## src/rtl/stn_pkg.sv

```systemverilog
package stn_pkg;
    // dot clocks per byte slot for each panel kind
    localparam int MONO_SLOT    = 4;
    localparam int COLOR_SLOT   = 2;
    // log2 of the line-pulse step in dot clocks
    localparam int SINGLE_SHIFT = 3;
    localparam int DUAL_SHIFT   = 4;
endpackage

```

## src/rtl/stn_shift_unit.sv

```systemverilog
module stn_shift_unit
    import stn_pkg::*;
#(
    parameter int DATA_W = 8,
    parameter int BPL_W  = 10
) (
    input  logic              clk,
    input  logic              rst_n,
    input  logic              color_i,
    input  logic              active_i,
    input  logic [BPL_W-1:0]  bytes_i,
    input  logic [DATA_W-1:0] pix_data_i,
    input  logic              pix_valid_i,
    output logic              pix_ready_o,
    output logic              sck_o,
    output logic [DATA_W-1:0] data_o,
    output logic              underrun_o,
    output logic              row_end_o
);
    localparam int PH_W = $clog2(MONO_SLOT);

    typedef struct packed {
        logic [PH_W-1:0]   phase;
        logic [BPL_W-1:0]  idx;
        logic [DATA_W-1:0] data;
        logic              under;
    } shift_st_t;

    shift_st_t       st_q, st_d;
    logic [PH_W-1:0] last_phase;
    logic [PH_W-1:0] high_end;
    logic [BPL_W-1:0] last_idx;
    logic            slot_start;
    logic            line_last;

    always_comb begin
        last_phase = color_i ? PH_W'(COLOR_SLOT - 1) : PH_W'(MONO_SLOT - 1);
        high_end   = color_i ? PH_W'(COLOR_SLOT / 2) : PH_W'(MONO_SLOT / 2);
        last_idx   = (bytes_i == '0) ? '0 : bytes_i - 1'b1;
        slot_start = active_i && (st_q.phase == '0);
        line_last  = active_i && (st_q.phase == last_phase) && (st_q.idx == last_idx);

        st_d       = st_q;
        st_d.under = 1'b0;
        if (active_i) begin
            if (st_q.phase == last_phase) begin
                st_d.phase = '0;
                st_d.idx   = line_last ? '0 : st_q.idx + 1'b1;
            end else begin
                st_d.phase = st_q.phase + 1'b1;
            end
            if (slot_start) begin
                if (pix_valid_i) st_d.data  = pix_data_i;
                else             st_d.under = 1'b1;
            end
        end
    end

    always_ff @(posedge clk) begin
        if (!rst_n) st_q <= '0;
        else        st_q <= st_d;
    end

    // high from the cycle after the slot start through half the slot
    assign sck_o       = active_i && (st_q.phase != '0) && (st_q.phase <= high_end);
    assign pix_ready_o = slot_start;
    assign data_o      = st_q.data;
    assign underrun_o  = st_q.under;
    assign row_end_o   = line_last;

    // pixel bus never moves on the shift-clock falling edge
    a_r2_data_steady_at_fall: assert property (@(posedge clk) disable iff (!rst_n)
        $fell(sck_o) |-> $stable(data_o));
    // a byte is only taken while the shift clock is low
    a_r2_ready_with_sck_low: assert property (@(posedge clk) disable iff (!rst_n)
        pix_ready_o |-> !sck_o);
    // underrun flag lasts a single cycle
    a_r8_underrun_one_cycle: assert property (@(posedge clk) disable iff (!rst_n)
        underrun_o |=> !underrun_o);
    // bus keeps its old value when a slot found no byte
    a_r8_data_held: assert property (@(posedge clk) disable iff (!rst_n)
        underrun_o |-> $stable(data_o));
endmodule

```

## src/rtl/stn_line_seq.sv

```systemverilog
module stn_line_seq
    import stn_pkg::*;
#(
    parameter int WID_W   = 4,
    parameter int LINES_W = 10
) (
    input  logic               clk,
    input  logic               rst_n,
    input  logic               dual_i,
    input  logic [WID_W-1:0]   width_i,
    input  logic [LINES_W-1:0] lines_i,
    input  logic               row_end_i,
    output logic               active_o,
    output logic               lc_o,
    output logic               frm_o,
    output logic               m_o
);
    localparam int CNT_W = WID_W + DUAL_SHIFT + 1;

    typedef struct packed {
        logic               pulse;
        logic [CNT_W-1:0]   cnt;
        logic [LINES_W-1:0] line;
        logic               frm_hold;
        logic               flip_pend;
        logic               m;
    } seq_st_t;

    seq_st_t            st_q, st_d;
    logic [CNT_W-1:0]   lc_len;
    logic [LINES_W-1:0] last_line;

    always_comb begin
        lc_len    = (CNT_W'(width_i) + CNT_W'(1)) << (dual_i ? DUAL_SHIFT : SINGLE_SHIFT);
        last_line = (lines_i == '0) ? '0 : lines_i - 1'b1;

        st_d           = st_q;
        st_d.frm_hold  = 1'b0;
        st_d.flip_pend = 1'b0;
        if (st_q.flip_pend) st_d.m = ~st_q.m;

        if (!st_q.pulse) begin
            if (row_end_i) begin
                st_d.pulse = 1'b1;
                st_d.cnt   = '0;
            end
        end else if (st_q.cnt == lc_len - 1'b1) begin
            st_d.pulse     = 1'b0;
            st_d.frm_hold  = (st_q.line == '0);
            st_d.flip_pend = (st_q.line == last_line);
            st_d.line      = (st_q.line == last_line) ? '0 : st_q.line + 1'b1;
        end else begin
            st_d.cnt = st_q.cnt + 1'b1;
        end
    end

    always_ff @(posedge clk) begin
        if (!rst_n) st_q <= '0;
        else        st_q <= st_d;
    end

    assign active_o = !st_q.pulse;
    assign lc_o     = st_q.pulse;
    assign frm_o    = (st_q.pulse && st_q.line == '0) || st_q.frm_hold;
    assign m_o      = st_q.m;

    // pulse counter stays inside the programmed width
    a_r4_count_bound: assert property (@(posedge clk) disable iff (!rst_n)
        lc_o |-> (st_q.cnt < lc_len));
    // frame marker only during a line pulse or right after it
    a_r6_frm_beside_lc: assert property (@(posedge clk) disable iff (!rst_n)
        frm_o |-> (lc_o || $past(lc_o)));
    // AC phase moves only one cycle after the line pulse fell
    a_r7_m_after_lc_fall: assert property (@(posedge clk) disable iff (!rst_n)
        !$stable(m_o) |-> (!lc_o && !$past(lc_o) && $past(lc_o, 2)));
endmodule

```

## src/rtl/stn_panel_timer.sv

```systemverilog
module stn_panel_timer #(
    parameter int DATA_W  = 8,
    parameter int BPL_W   = 10,
    parameter int LINES_W = 10,
    parameter int WID_W   = 4
) (
    input  logic               clk,
    input  logic               rst_n,
    input  logic               cfg_color,
    input  logic               cfg_dual,
    input  logic [WID_W-1:0]   cfg_lc_width,
    input  logic [BPL_W-1:0]   cfg_bytes_per_line,
    input  logic [LINES_W-1:0] cfg_lines,
    input  logic [DATA_W-1:0]  pix_data,
    input  logic               pix_valid,
    output logic               pix_ready,
    output logic               sck,
    output logic [DATA_W-1:0]  lcd_data,
    output logic               lc,
    output logic               frm,
    output logic               m,
    output logic               underrun
);
    logic active;
    logic row_end;

    stn_shift_unit #(.DATA_W(DATA_W), .BPL_W(BPL_W)) u_shift (
        .clk         (clk),
        .rst_n       (rst_n),
        .color_i     (cfg_color),
        .active_i    (active),
        .bytes_i     (cfg_bytes_per_line),
        .pix_data_i  (pix_data),
        .pix_valid_i (pix_valid),
        .pix_ready_o (pix_ready),
        .sck_o       (sck),
        .data_o      (lcd_data),
        .underrun_o  (underrun),
        .row_end_o   (row_end)
    );

    stn_line_seq #(.WID_W(WID_W), .LINES_W(LINES_W)) u_seq (
        .clk       (clk),
        .rst_n     (rst_n),
        .dual_i    (cfg_dual),
        .width_i   (cfg_lc_width),
        .lines_i   (cfg_lines),
        .row_end_i (row_end),
        .active_o  (active),
        .lc_o      (lc),
        .frm_o     (frm),
        .m_o       (m)
    );

    // no shifting while the line pulse is high
    a_r5_sck_quiet_in_lc: assert property (@(posedge clk) disable iff (!rst_n)
        lc |-> !sck);
endmodule

```

## config.mk

```make
export PLATFORM = sky130hd
export DESIGN_NAME = stn_panel_timer
export DESIGN_NICKNAME = d
export VERILOG_FILES = /design/src/rtl/stn_pkg.sv /design/src/rtl/stn_shift_unit.sv /design/src/rtl/stn_line_seq.sv /design/src/rtl/stn_panel_timer.sv
export SDC_FILE = /design/constraint.sdc
export NUM_CORES = 1
export LEC_CHECK = 0
export ABC_AREA = 1
export BUFFER_PORTS_ARGS = -buffer_cell sky130_fd_sc_hd__buf_2
export CELL_PAD_IN_SITES_DETAIL_PLACEMENT = 0
export CELL_PAD_IN_SITES_GLOBAL_PLACEMENT = 1
export CORE_MARGIN = 2
export CORE_UTILIZATION = 43
export DETAILED_ROUTE_END_ITERATION = 6
export PLACE_DENSITY_LB_ADDON = 0.1
export SLEW_MARGIN = 30
export SYNTH_ARGS = -nofsm -noshare
export SYNTH_HDL_FRONTEND = slang
export SYNTH_SLANG_ARGS = --single-unit
```

## constraint.sdc

```tcl
create_clock -name clk -period 2.98 [get_ports clk]
set_input_delay 0.298 -clock clk [delete_from_list [all_inputs] [get_ports clk]]
set_output_delay 0.298 -clock clk [all_outputs]
set_load 0.01 [all_outputs]
```

# == After elaboration in Yosys (flattened, before gate mapping) ==
# Cells that the tools add are included.
# op_classes
n_addsub,8
order_cmp,1
n_eq_ne,5
shift,1
muxes,13
n_bitwise,4
reduce_logical,20
# op_table
op,n
$mux 10,6
$shl 9x32->9,1
$logic_not 10->1,3
$add 10x1->10 const B,2
$eq 10x10->1,2
$sub 10x1->10 const B,2
$add 9x1->9 const B,1
$eq 9x9->1,1
$mux 9,1
$sub 9x1->9 const B,1
$logic_and 1x1->1,6
$mux 2,3
$reduce_and 2->1,3
$reduce_and 3->1,2
$add 4x1->5 const B,1
$not 1->1,4
$reduce_bool 2->1,2
$mux 3,1
$reduce_or 3->1,1
$add 2x1->2 const B,1
$eq 2x2->1,1
$le 2x2->1,1
$logic_not 2->1,1
$mux 1,2
3 further kinds,3
# word_totals
register_bits,44
input_bits,37
output_inout_bits,14
wordCells,62

# == Logic depth before layout (Yosys ltp) ==
# Gate-level depths: netlist of run 1.
# depth
word_depth,6
ltp_mapped,19
mapped_depth_nobuf,18

# == By module ==
# From an unflattened synthesis of run 1, not the netlist that was laid out.
# unflattened
cells_unflattened,576
hier_area_um2,3515.9
# modules_own_cells
mod,n_inst,cells_each,area_each_um2,seq_area_each_um2
stn_line_seq,1,340,1996.9,460.4
stn_shift_unit,1,236,1519.0,420.4

# == Least setup slack after synthesis of run 1 ==
# Ideal clock, no wire load.
# synth_path
kind,input-to-reg
from,in cfg_bytes_per_line[0]
to,reg u_seq.st_q[17] (netlist name)
setup_time_ns,0.132
arrival_ns,1.774
required_ns,2.848
slack_ns,1.073
stages,15
n_path_buf,2
cell_sequence,inv_1 ha_1 inv_1 nor2_1 nand3_4 buf_6 nand3_1 nand2_1 a21oi_1 nand2_1 nor2_1 nand2_2 buf_4 nand3_1 a21oi_1
# synth_between
elab_chain_cells,6
word_cells_on_any_way,7
classes_between,1 x add/sub; 1 x eq/ne; 1 x mux; 4 x reduce/logical
# synth_lines
item,line_no,source
start: declaration,stn_panel_timer.sv:12,"input logic [BPL_W-1:0] cfg_bytes_per_line,"
$sub 10x1->10 / $logic_not 10->1 (equally long branches),stn_shift_unit.sv:39,last_idx = (bytes_i == '0) ? '0 : bytes_i - 1'b1;
$mux 10 *,stn_shift_unit.sv:39,
$eq 10x10->1 *,stn_shift_unit.sv:41,line_last = active_i && (st_q.phase == last_phase) && (st_q.idx == last_idx);
$logic_and 1x1->1 *,stn_shift_unit.sv:41,
$reduce_bool 2->1 (no line) *,--,
$reduce_and 2->1 (no line) *,--,
end signal: assignment,stn_line_seq.sv:59,else st_q <= st_d;
end: declaration,stn_line_seq.sv:29,"seq_st_t st_q, st_d;"
# Every way passes the cells marked *; elsewhere a longest branch is shown, timed or not.
# A chain may end at the register's enable or synchronous reset.

# == Final worst setup path of run 1 ==
# layout_path
from,reg u_seq.st_q (netlist bit u_seq.lc_o)
to,out frm
# layout_between
elab_chain_cells,2
# layout_lines
item,line_no,source
$logic_and 1x1->1,stn_line_seq.sv:64,assign frm_o = (st_q.pulse && st_q.line == '0) || st_q.frm_hold;
$logic_or 1x1->1,stn_line_seq.sv:64,
end: declaration,stn_panel_timer.sv:20,"output logic frm,"
# Every way passes these cells.

==> results of run 1 <==
-- flip-flops by register name (all words and copies together), names as in the netlist --
signal	cells
u_seq.m_o	1
u_shift.underrun_o	1
u_shift.st_q	12
u_seq.lc_o	1
u_shift.data_o	8
u_seq.st_q	21
-- power by group through the flow --
| stage | sequential [mW] | clock, mW | combinational (mW) |
|---|---|---|---|
| 2_1_floorplan | 0.619 | 0 | 0.174 |
| 3_3_place_gp | 0.619 | 0 | 0.240 |
| 3_5_place_dp | 0.619 | 0 | 0.244 |
| 4_1_cts | 0.606 | 0.503 | 0.245 |
| 5_1_grt | 0.607 | 0.528 | 0.283 |
| 6_report | 0.606 | 0.485 | 0.243 |
-- synthesized netlist by cell type (all sizes together), types with 3 or more instances --
master,instances
o21ai,8
a21oi,27
nor2,67
nor4,4
nand3b,4
inv,75
dfxtp,44
nand4,18
nand3,82
ha,12
clkbuf,4
buf,14
nand2,182
xnor2,3
nor3,9
xor2,21
-- per-layer routing --
metal	GRT usage, %	up-vias
li1	-	1928
met1	27.4	1578
met2	33.0	68
met3	2.87	2
met4	4.35	0
met5	0	-
-- critical path, delay by kind of cell (launching register included) --
family                 cells  cell delay, ps
flip-flops                 1             630
AND/OR/NAND/NOR            3             600
buffers and inverters      2             500
-- layout make-up --
type	instances	area, µm²
timing repair buffer	50	250
fill	838	3930
tap	102	128
sequential	44	881
multi-input combinational	442	2210
clock buffer	6	82.6
inverter	77	289
clock inverter	2	38.8
-- logic make-up after synthesis --
logic type,after synthesis
buffers and inverters,95
AND/OR/NAND/NOR,370
flip-flops,44
XOR/XNOR,24
adder cells (fa/ha/maj),12
AO/OA/AOI/OAI,36
-- path summary, 6_finish.rpt --
check	end	slack (ps)	cells past startpoint
hold reg to reg	u_shift.data_o[3]	470	2
setup reg to reg	u_shift.st_q[16]	900	10
hold / removal	u_shift.data_o[4]	260	3
setup / recovery	frm	650	5
-- metrics by stage --
| stage | instances | power (mW) | setup WS, ps |
|---|---|---|---|
| after detailed placement | 715 | 0.863 | 572 |
| final | 723 | 1.33 | 653 |
| after floorplan | 581 | 0.793 | 1070 |
| after global routing | 723 | 1.42 | 442 |
| after global placement | 715 | 0.859 | 603 |
| after CTS | 723 | 1.35 | 643 |
==> results.sh, run 1 <==
export IMPL_critical_path_class="flip-flop to output pin"
export IMPL_grt_max_degree=28
export IMPL_setup_tns_ps=0
export IMPL_synth_top_area_cell="dfxtp_1"
export IMPL_ys_dominant_reg_cell="dfxtp_1"
export IMPL_postCtsHoldBufs=0
export IMPL_highest_layer="met4"
export IMPL_top_level_ports=51
export IMPL_start_kind="flip-flop"
export IMPL_synth_compound_area_share_pct=5.20
export IMPL_placed_area_um2=3760
export IMPL_drive_gt1_share_pct=12.9
export IMPL_dp_hpwl_um=6390
export IMPL_area_growth_pct=10.6
export IMPL_final_area_um2=3880
export IMPL_grt_pass1_vias=3305
export IMPL_met1_length_um=4110
export IMPL_syn_inst=581
export IMPL_synth_area_um2=3510
export IMPL_met3WireLength_um=333
export IMPL_crit_required_ps=2680
export IMPL_leakage_nw=1.87
export IMPL_antenna_cells=0
export IMPL_grt_pass1_wl_um=14600
export IMPL_grt_overflow=0
export IMPL_p_int_mw=0.964
export IMPL_combPwrFrac_pct=18.2
export IMPL_synthSimpleGateAreaFrac_pct=47.6
export IMPL_routed_via_density=4.95
export IMPL_die_x_um=94.3
export IMPL_mostFrequentLayoutCell="nand2_1"
export IMPL_rsz0062_at_grt="false"
export IMPL_die_h_um=94.3
export IMPL_drt_wl_total_um=8200
export IMPL_syn_num_nets=630
export IMPL_hold_violations=0
export IMPL_crit_path_cell_trace="inv_1 > nor4_1 > nand4_1 > nand2_1 > buf_2"
export IMPL_cts_tree="built"
export IMPL_r2r_start="u_seq.lc_o"
export IMPL_ys_types=32
export IMPL_synth_area_per_cell_um2=6.04
export IMPL_slew_violations=0
export IMPL_muxShareOfSynthArea_pct=0
export IMPL_seq_area_frac_synth_pct=25.1
export IMPL_post_drt_wl_per_cell_um=11.3
export IMPL_min_from="pix_data[4]"
export IMPL_numCtsBuffers=5
export IMPL_grt_total_usage_pct=19.9
export IMPL_wl_met2_um=3720
export IMPL_sw_frac_of_total_pct=27.7
export IMPL_end_kind="output pin"
export IMPL_synth_xor_area_share_pct=5.99
export IMPL_synth_seq_cells=44
export IMPL_ys_async_sr_fraction_pct=0
export IMPL_ir_worst_vdd_uv=239
export IMPL_slew_headroom_pct=48.5
export IMPL_postRouteAntennaNets=0
export IMPL_clockBufferDepth=2
export IMPL_synthAdderAreaFrac_pct=4.28
export IMPL_place_congestion=0.896
export IMPL_clock_latency_ps=290
export IMPL_yosysWarnings=0
export IMPL_start_util_pct=45.0
export IMPL_period_share_pct=78.1
export IMPL_synth_top_area_share_pct=25.1
export IMPL_p_switching_mw=0.369
export IMPL_cp_slowest_stage_delay_ps=630
export IMPL_crit_slowest_cell="dfxtp_1"
export IMPL_synth_edf_count=0
export IMPL_drc=0
export IMPL_io_buffers=50
export IMPL_maxCapViolCount=0
export IMPL_p_clk_share_pct=36.4
export IMPL_num_vias=3576
export IMPL_final_cell_mix="nand2_1 (173), nand3_1 (78), inv_1 (72), nor2_1 (62), buf_2 (50)"
export IMPL_synth_area_top_cells="dfxtp_1 (25%), nand2_1 (19%), nand3_1 (11%)"
export IMPL_htreeDepth=2
export IMPL_nets=669
export IMPL_final_setup_viol_count=0
export IMPL_crit_start="u_seq.lc_o"
export IMPL_crit_path_max_fanout=12
export IMPL_first_pass_iters=4
export IMPL_tightest_slew_ps=768
export IMPL_power_frac_seq_pct=45.4
export IMPL_initialDrtViolationCount=110
export IMPL_finalClockSkew_ps=9.20
export IMPL_synth_top_family_by_area="simple AND/OR/NAND/NOR gates"
export IMPL_post_cts_buffers=0
export IMPL_antenna_found_initial=0
export IMPL_hold_path_class="primary input to flip-flop"
export IMPL_fmax_mhz=430
export IMPL_clk_pin_slew_ps=90
export IMPL_cts_root_buf="clkbuf_8"
export IMPL_core_area_um2=7810
export IMPL_status="finished clean"
export IMPL_final_core_util_pct=49.7
export IMPL_final_min_clock_period_ps=2330
export IMPL_cp_data_arrival_time_ps=2030
export IMPL_holdWs_ps=265
export IMPL_cts_resized_gates=0
export IMPL_die_area_um2=8900
export IMPL_cts_sinks=44
export IMPL_rows=32
export IMPL_power_density_nw_per_um2=343
Power figures use the tool's default switching activity.
==> inputs of run 2 (changes only) <==
ABC_AREA = 0   (was 1)
clock period = 2.18 ns   (was 2.98 ns; I/O delays follow)
==> results.sh, run 2 <==
export IMPL_crit_path_max_fanout=8
export IMPL_setup_tns_ps=-880
export IMPL_hold_violations=0
export IMPL_period_share_pct=105
export IMPL_final_setup_viol_count=18
export IMPL_synth_top_area_cell="dfxtp_1"
export IMPL_start_util_pct=44.1
export IMPL_clock_latency_ps=290
export IMPL_synth_top_area_share_pct=26.0
export IMPL_end_kind="flip-flop"
export IMPL_rrSetupSlack_ps=-30
export IMPL_crit_slowest_cell="or4_4"
export IMPL_ys_types=68
export IMPL_slew_headroom_pct=69.3
export IMPL_ys_async_sr_fraction_pct=0
export IMPL_start_kind="primary input"
export IMPL_dpl_cell_count=625
export IMPL_leakage_nw=1.88
export IMPL_nets=584
export IMPL_synth_area_top_cells="dfxtp_1 (26%), ha_1 (4.4%), xnor2_1 (4.1%)"
export IMPL_status="complete, but fails checks"
export IMPL_synth_edf_count=0
export IMPL_post_drt_wl_per_cell_um=13.5
export IMPL_place_congestion=0.833
export IMPL_ys_dominant_reg_cell="dfxtp_1"
export IMPL_cts_root_buf="clkbuf_8"
export IMPL_io_buffers=50
export IMPL_rsz0062_at_grt="true"
export IMPL_postRouteAntennaNets=0
export IMPL_grt_pass1_vias=3358
export IMPL_crit_start="cfg_lc_width[0]"
export IMPL_largest_register_ffs=21
export IMPL_routed_via_density=5.49
export IMPL_cp_data_arrival_time_ps=2530
export IMPL_crit_required_ps=2410
export IMPL_worst_r2r_path_depth=9
export IMPL_hold_path_class="primary input to flip-flop"
export IMPL_slew_violations=0
export IMPL_numCtsBuffers=5
export IMPL_grt_total_usage_pct=20.6
export IMPL_drc=0
export IMPL_syn_inst=423
export IMPL_die_area_um2=8610
export IMPL_synth_seq_cells=44
export IMPL_regMostFlops="u_seq.st_q"
export IMPL_cts_tree="built"
export IMPL_final_min_clock_period_ps=2290
export IMPL_antenna_found_initial=0
export IMPL_drive_gt1_share_pct=39.8
export IMPL_htreeDepth=2
export IMPL_syn_num_nets=472
export IMPL_timing_rr_end="u_seq.st_q[10]"
export IMPL_num_vias=3499
export IMPL_final_setup_worst_slack_ps=-114
export IMPL_grt_max_degree=22
export IMPL_cts_sinks=44
export IMPL_cp_slowest_stage_delay_ps=430
export IMPL_first_pass_iters=4
export IMPL_yosysWarnings=0
export IMPL_core_area_um2=7690
export IMPL_die_h_um=92.8
export IMPL_violations="setup timing"
export IMPL_fmax_mhz=436
export IMPL_top_level_ports=51
export IMPL_synth_area_per_cell_um2=8.01
export IMPL_ir_worst_vdd_uv=282
export IMPL_maxCapViolCount=0
export IMPL_rows=32
export IMPL_seq_area_frac_synth_pct=26.0
export IMPL_tightest_slew_ps=457
export IMPL_grt_overflow=0
export IMPL_synth_area_um2=3390
export IMPL_area_growth_pct=40.4
export IMPL_critical_path_class="primary input to flip-flop"
export IMPL_initialDrtViolationCount=117
export IMPL_mostFrequentLayoutCell="buf_4"
export IMPL_final_cell_mix="buf_4 (70), buf_2 (44), dfxtp_1 (41), nand2_1 (29), nor2_1 (20)"
export IMPL_placed_area_um2=4260
export IMPL_fin_cells=637
export IMPL_drt_wl_total_um=8610
export IMPL_synthTopCellsByCount="dfxtp_1 (44), nand2_1 (31), a21oi_1 (27), nor2_1 (23), inv_1 (18)"
export IMPL_antenna_cells=0
export IMPL_crit_end="u_seq.st_q[10]"
export IMPL_clockBufferDepth=2
export IMPL_final_area_um2=4760
export IMPL_r2r_start="u_seq.st_q[17]"
export IMPL_finalClockSkew_ps=11.7
export IMPL_clk_pin_slew_ps=80
export IMPL_crit_path_frequent_cell="buf_8"
export IMPL_power_density_nw_per_um2=373
export IMPL_synth_most_common_cell="dfxtp_1"
export IMPL_crit_path_cell_trace="buf_8 > ha_4 > and2b_2 > nor3_4 > or4_4 > a2111oi_4 > o211ai_2 > buf_12 > buf_8 > or3_4 > a21oi_2"
export IMPL_dp_hpwl_um=6470
export IMPL_grt_pass1_wl_um=15000
export IMPL_die_x_um=92.8
run 2: cell types whose count changed after synthesis, moves of 6 or more:
cell / previous run / this run
nand2_2: 8 / 0
nor2_1: 62 / 23
nand2_1: 173 / 31
a21boi_0: 0 / 11
xnor2_1: 3 / 16
or4_1: 0 / 16
o31ai_1: 0 / 13
o21ai_0: 6 / 12
inv_1: 72 / 18
nand2b_1: 0 / 6
or3_1: 0 / 13
nand3_1: 78 / 17
and3_1: 1 / 9
nor2b_1: 0 / 6
run 2: area by class of cell:
type,count,area (µm²)
Sequential cell,44,885
Clock inverter,1,5.00
Clock buffer,6,72.6
Fill cell,718,2930
Inverter,19,76.3
Multi-Input combinational cell,333,2620
Tap cell,102,128
Timing Repair Buffer,132,970
run 2: logic make-up (layout without fill, tap and decap cells):
| logic type | count (synthesis) | count (layout) | synth area share, % |
|---|---|---|---|
| multiplexers | 7 | 7 | 2.14 |
| flip-flops | 44 | 44 | 26.0 |
| AND/OR/NAND/NOR | 183 | 183 | 30.9 |
| buffers and inverters | 46 | 158 | 7.23 |
| XOR/XNOR | 33 | 33 | 8.75 |
| adder cells (fa/ha/maj) | 12 | 12 | 4.43 |
| AO/OA/AOI/OAI | 98 | 98 | 20.6 |
run 2: per-stage QoR:
| step | utilization (%) | setup WS (ps) | hold slack [ps] | total power, mW |
|---|---|---|---|---|
| 6_report | 61.9 | -114 | 178 | 1.77 |
| 5_1_grt | 61.9 | -201 | 177 | 1.87 |
| 2_1_floorplan | - | -361 | 374 | 1.09 |
| 3_3_place_gp | 55.4 | -512 | 447 | 1.25 |
| 4_1_cts | 59.8 | -173 | 170 | 1.78 |
| 3_5_place_dp | 55.4 | -582 | 456 | 1.25 |
run 2: layer usage:
layer / global-route usage, % / up-vias / wire, µm
met5: 0 / - / 0
met4: 3.31 / 0 / 70
met1: 28.7 / 1661 / 4300
met3: 3.01 / 8 / 212
li1: - / 1790 / -
met2: 34.5 / 40 / 4020
run 2: power by group:
part	switching (mW)	internal [mW]
clock	0.266	0.218
sequential	0.0111	0.820
combinational	0.228	0.229
total	0.505	1.27
run 2: timing repair:
action	CTS	global route
gates resized for setup	53	35
endpoints found under the setup margin	31	31
hold buffers	0	0
setup buffers	5	0
pin swaps	30	23
run 2: worst max-delay path: cells and delay by family:
| family | cells | cell delay [ps] |
|---|---|---|
| fa+ha+maj | 1 | 230 |
| compound gates | 3 | 640 |
| buf+inv | 3 | 400 |
| simple gates | 4 | 1030 |
run 2: worst min path at each step:
| stage | slack (ps) | depth (start not counted) | from | endpoint |
|---|---|---|---|---|
| 2_1_floorplan | 370 | 2 | pix_data[0] | u_shift.data_o[0] |
| 3_3_place_gp | 450 | 2 | u_shift.data_o[0] | u_shift.data_o[0] |
| 3_5_place_dp | 460 | 2 | u_shift.data_o[0] | u_shift.data_o[0] |
| 4_1_cts | 170 | 3 | pix_data[0] | u_shift.data_o[0] |
| 5_1_grt | 180 | 3 | pix_data[1] | u_shift.data_o[1] |
| 6_report | 180 | 3 | pix_data[0] | u_shift.data_o[0] |
==> inputs of run 3 (changes only) <==
PLACE_DENSITY = 0.85   (was unset)
PLACE_DENSITY_LB_ADDON = unset   (was 0.1)
SETUP_SLACK_MARGIN = 0.02   (was unset)
==> results.sh, run 3 (synthesis gave the netlist of run 2 again) <==
export IMPL_status="complete, but fails checks"
export IMPL_violations="setup timing"
export IMPL_place_congestion=0.873
export IMPL_placed_area_um2=4250
export IMPL_power_density_nw_per_um2=399
export IMPL_tightest_slew_ps=482
export IMPL_crit_required_ps=2370
export IMPL_crit_start="cfg_lines[4]"
export IMPL_die_x_um=92.8
export IMPL_drt_wl_total_um=9470
export IMPL_min_from="pix_data[1]"
export IMPL_final_setup_viol_count=32
export IMPL_final_core_util_pct=64.1
export IMPL_crit_path_cell_trace="buf_6 > or4_4 > or4_4 > and3_4 > nor4_4 > nand4_1 > o41ai_4 > buf_4 > a21oi_2"
export IMPL_clk_pin_slew_ps=90
export IMPL_top_level_ports=51
export IMPL_dp_hpwl_um=6510
export IMPL_antenna_found_initial=0
export IMPL_cp_data_arrival_time_ps=2600
export IMPL_crit_path_max_fanout=5
export IMPL_period_share_pct=111
export IMPL_total_power_mw=1.97
export IMPL_num_vias=3626
export IMPL_grt_overflow=0
export IMPL_routed_via_density=5.61
export IMPL_start_util_pct=44.1
export IMPL_nets=592
export IMPL_hold_path_class="primary input to flip-flop"
export IMPL_regMostFlops="u_seq.st_q"
export IMPL_r2r_start="u_shift.st_q[10]"
export IMPL_clock_latency_ps=300
export IMPL_drc=0
export IMPL_cp_slowest_stage_delay_ps=530
export IMPL_hold_violations=0
export IMPL_htreeDepth=2
export IMPL_final_min_clock_period_ps=2410
export IMPL_grt_pass1_vias=3605
export IMPL_start_kind="primary input"
export IMPL_maxCapViolCount=0
export IMPL_crit_slowest_cell="or4_4"
export IMPL_crit_path_frequent_cell="or4_4"
export IMPL_cp_num_buf_inv=2
export IMPL_rows=32
export IMPL_fmax_mhz=415
export IMPL_final_area_um2=4930
export IMPL_cts_tree="built"
export IMPL_drive_gt1_share_pct=42.6
export IMPL_slew_headroom_pct=67.8
export IMPL_slew_violations=0
export IMPL_final_setup_worst_slack_ps=-230
export IMPL_antenna_cells=0
export IMPL_postRouteAntennaNets=0
export IMPL_post_drt_wl_per_cell_um=14.7
export IMPL_cts_root_buf="clkbuf_8"
export IMPL_ir_worst_vdd_uv=315
export IMPL_first_pass_iters=4
export IMPL_postCtsHoldBufs=0
export IMPL_mostFrequentLayoutCell="buf_4"
export IMPL_finalClockSkew_ps=5.96
export IMPL_final_cell_mix="buf_4 (75), buf_2 (45), dfxtp_1 (42), nand2_1 (29)"
export IMPL_core_area_um2=7690
export IMPL_io_buffers=50
export IMPL_cts_sinks=44
export IMPL_numCtsBuffers=5
export IMPL_critPathTopFamily="simple AND/OR/NAND/NOR gates"
export IMPL_area_growth_pct=45.4
export IMPL_initialDrtViolationCount=127
export IMPL_grt_pass1_wl_um=15800
export IMPL_die_area_um2=8610
export IMPL_rsz0062_at_grt="true"
export IMPL_largest_register_ffs=21
export IMPL_grt_total_usage_pct=21.8
export IMPL_leakage_nw=1.93
export IMPL_die_h_um=92.8
export IMPL_critical_path_class="primary input to flip-flop"
export IMPL_grt_max_degree=22
export IMPL_end_kind="flip-flop"
export IMPL_clockBufferDepth=2
## run 3: power by group
group          switching [mW]  internal [mW]  leakage (nW)
sequential             0.0125          0.820         0.357
clock                   0.306          0.346        0.0548
combinational           0.238          0.245          1.52
## run 3: cell type report
| type | instances | area, µm² |
|---|---|---|
| Timing Repair Buffer | 140 | 1060 |
| Multi-Input combinational cell | 333 | 2660 |
| Tap cell | 102 | 128 |
| Clock inverter | 3 | 46.3 |
| Inverter | 19 | 81.3 |
| Clock buffer | 5 | 68.8 |
| Sequential cell | 44 | 883 |
| Fill cell | 665 | 2760 |
## run 3: final timing paths
check | to | slack, ps | depth (start not counted)
setup / recovery | u_seq.st_q[8] | -230 | 9
hold / removal | u_shift.data_o[1] | 170 | 3
setup reg to reg | u_seq.st_q[13] | -120 | 8
hold reg to reg | u_shift.data_o[3] | 470 | 2
## run 3: metrics by stage
| stage | setup TNS [ps] | std cells | setup WS (ps) | hold slack [ps] |
|---|---|---|---|---|
| after floorplan | -9250 | 423 | -361 | 374 |
| after global placement | -14890 | 623 | -510 | 451 |
| after detailed placement | -15810 | 623 | -585 | 459 |
| after CTS | -3370 | 644 | -188 | 162 |
| after global routing | -6490 | 646 | -318 | 156 |
| final | -3860 | 646 | -230 | 170 |
## run 3: per-layer routing
layer  track usage, %  share of wire [%]
met1             27.6                 45
met2             38.6                 50
met3             2.85                3.5
met4             5.76                1.6
met5                0                  0
## run 3: worst min-delay path: stages
cell	delay, ps
buf_2	100
nand3_1	50
a21boi_0	70
## run 3: repair_timing
item                       4_1_cts  5_1_grt
pin swaps                       17       18
cloned                           2        1
setup endpoints to repair       31       32
setup buffers                   11        4
resized for setup               58       49
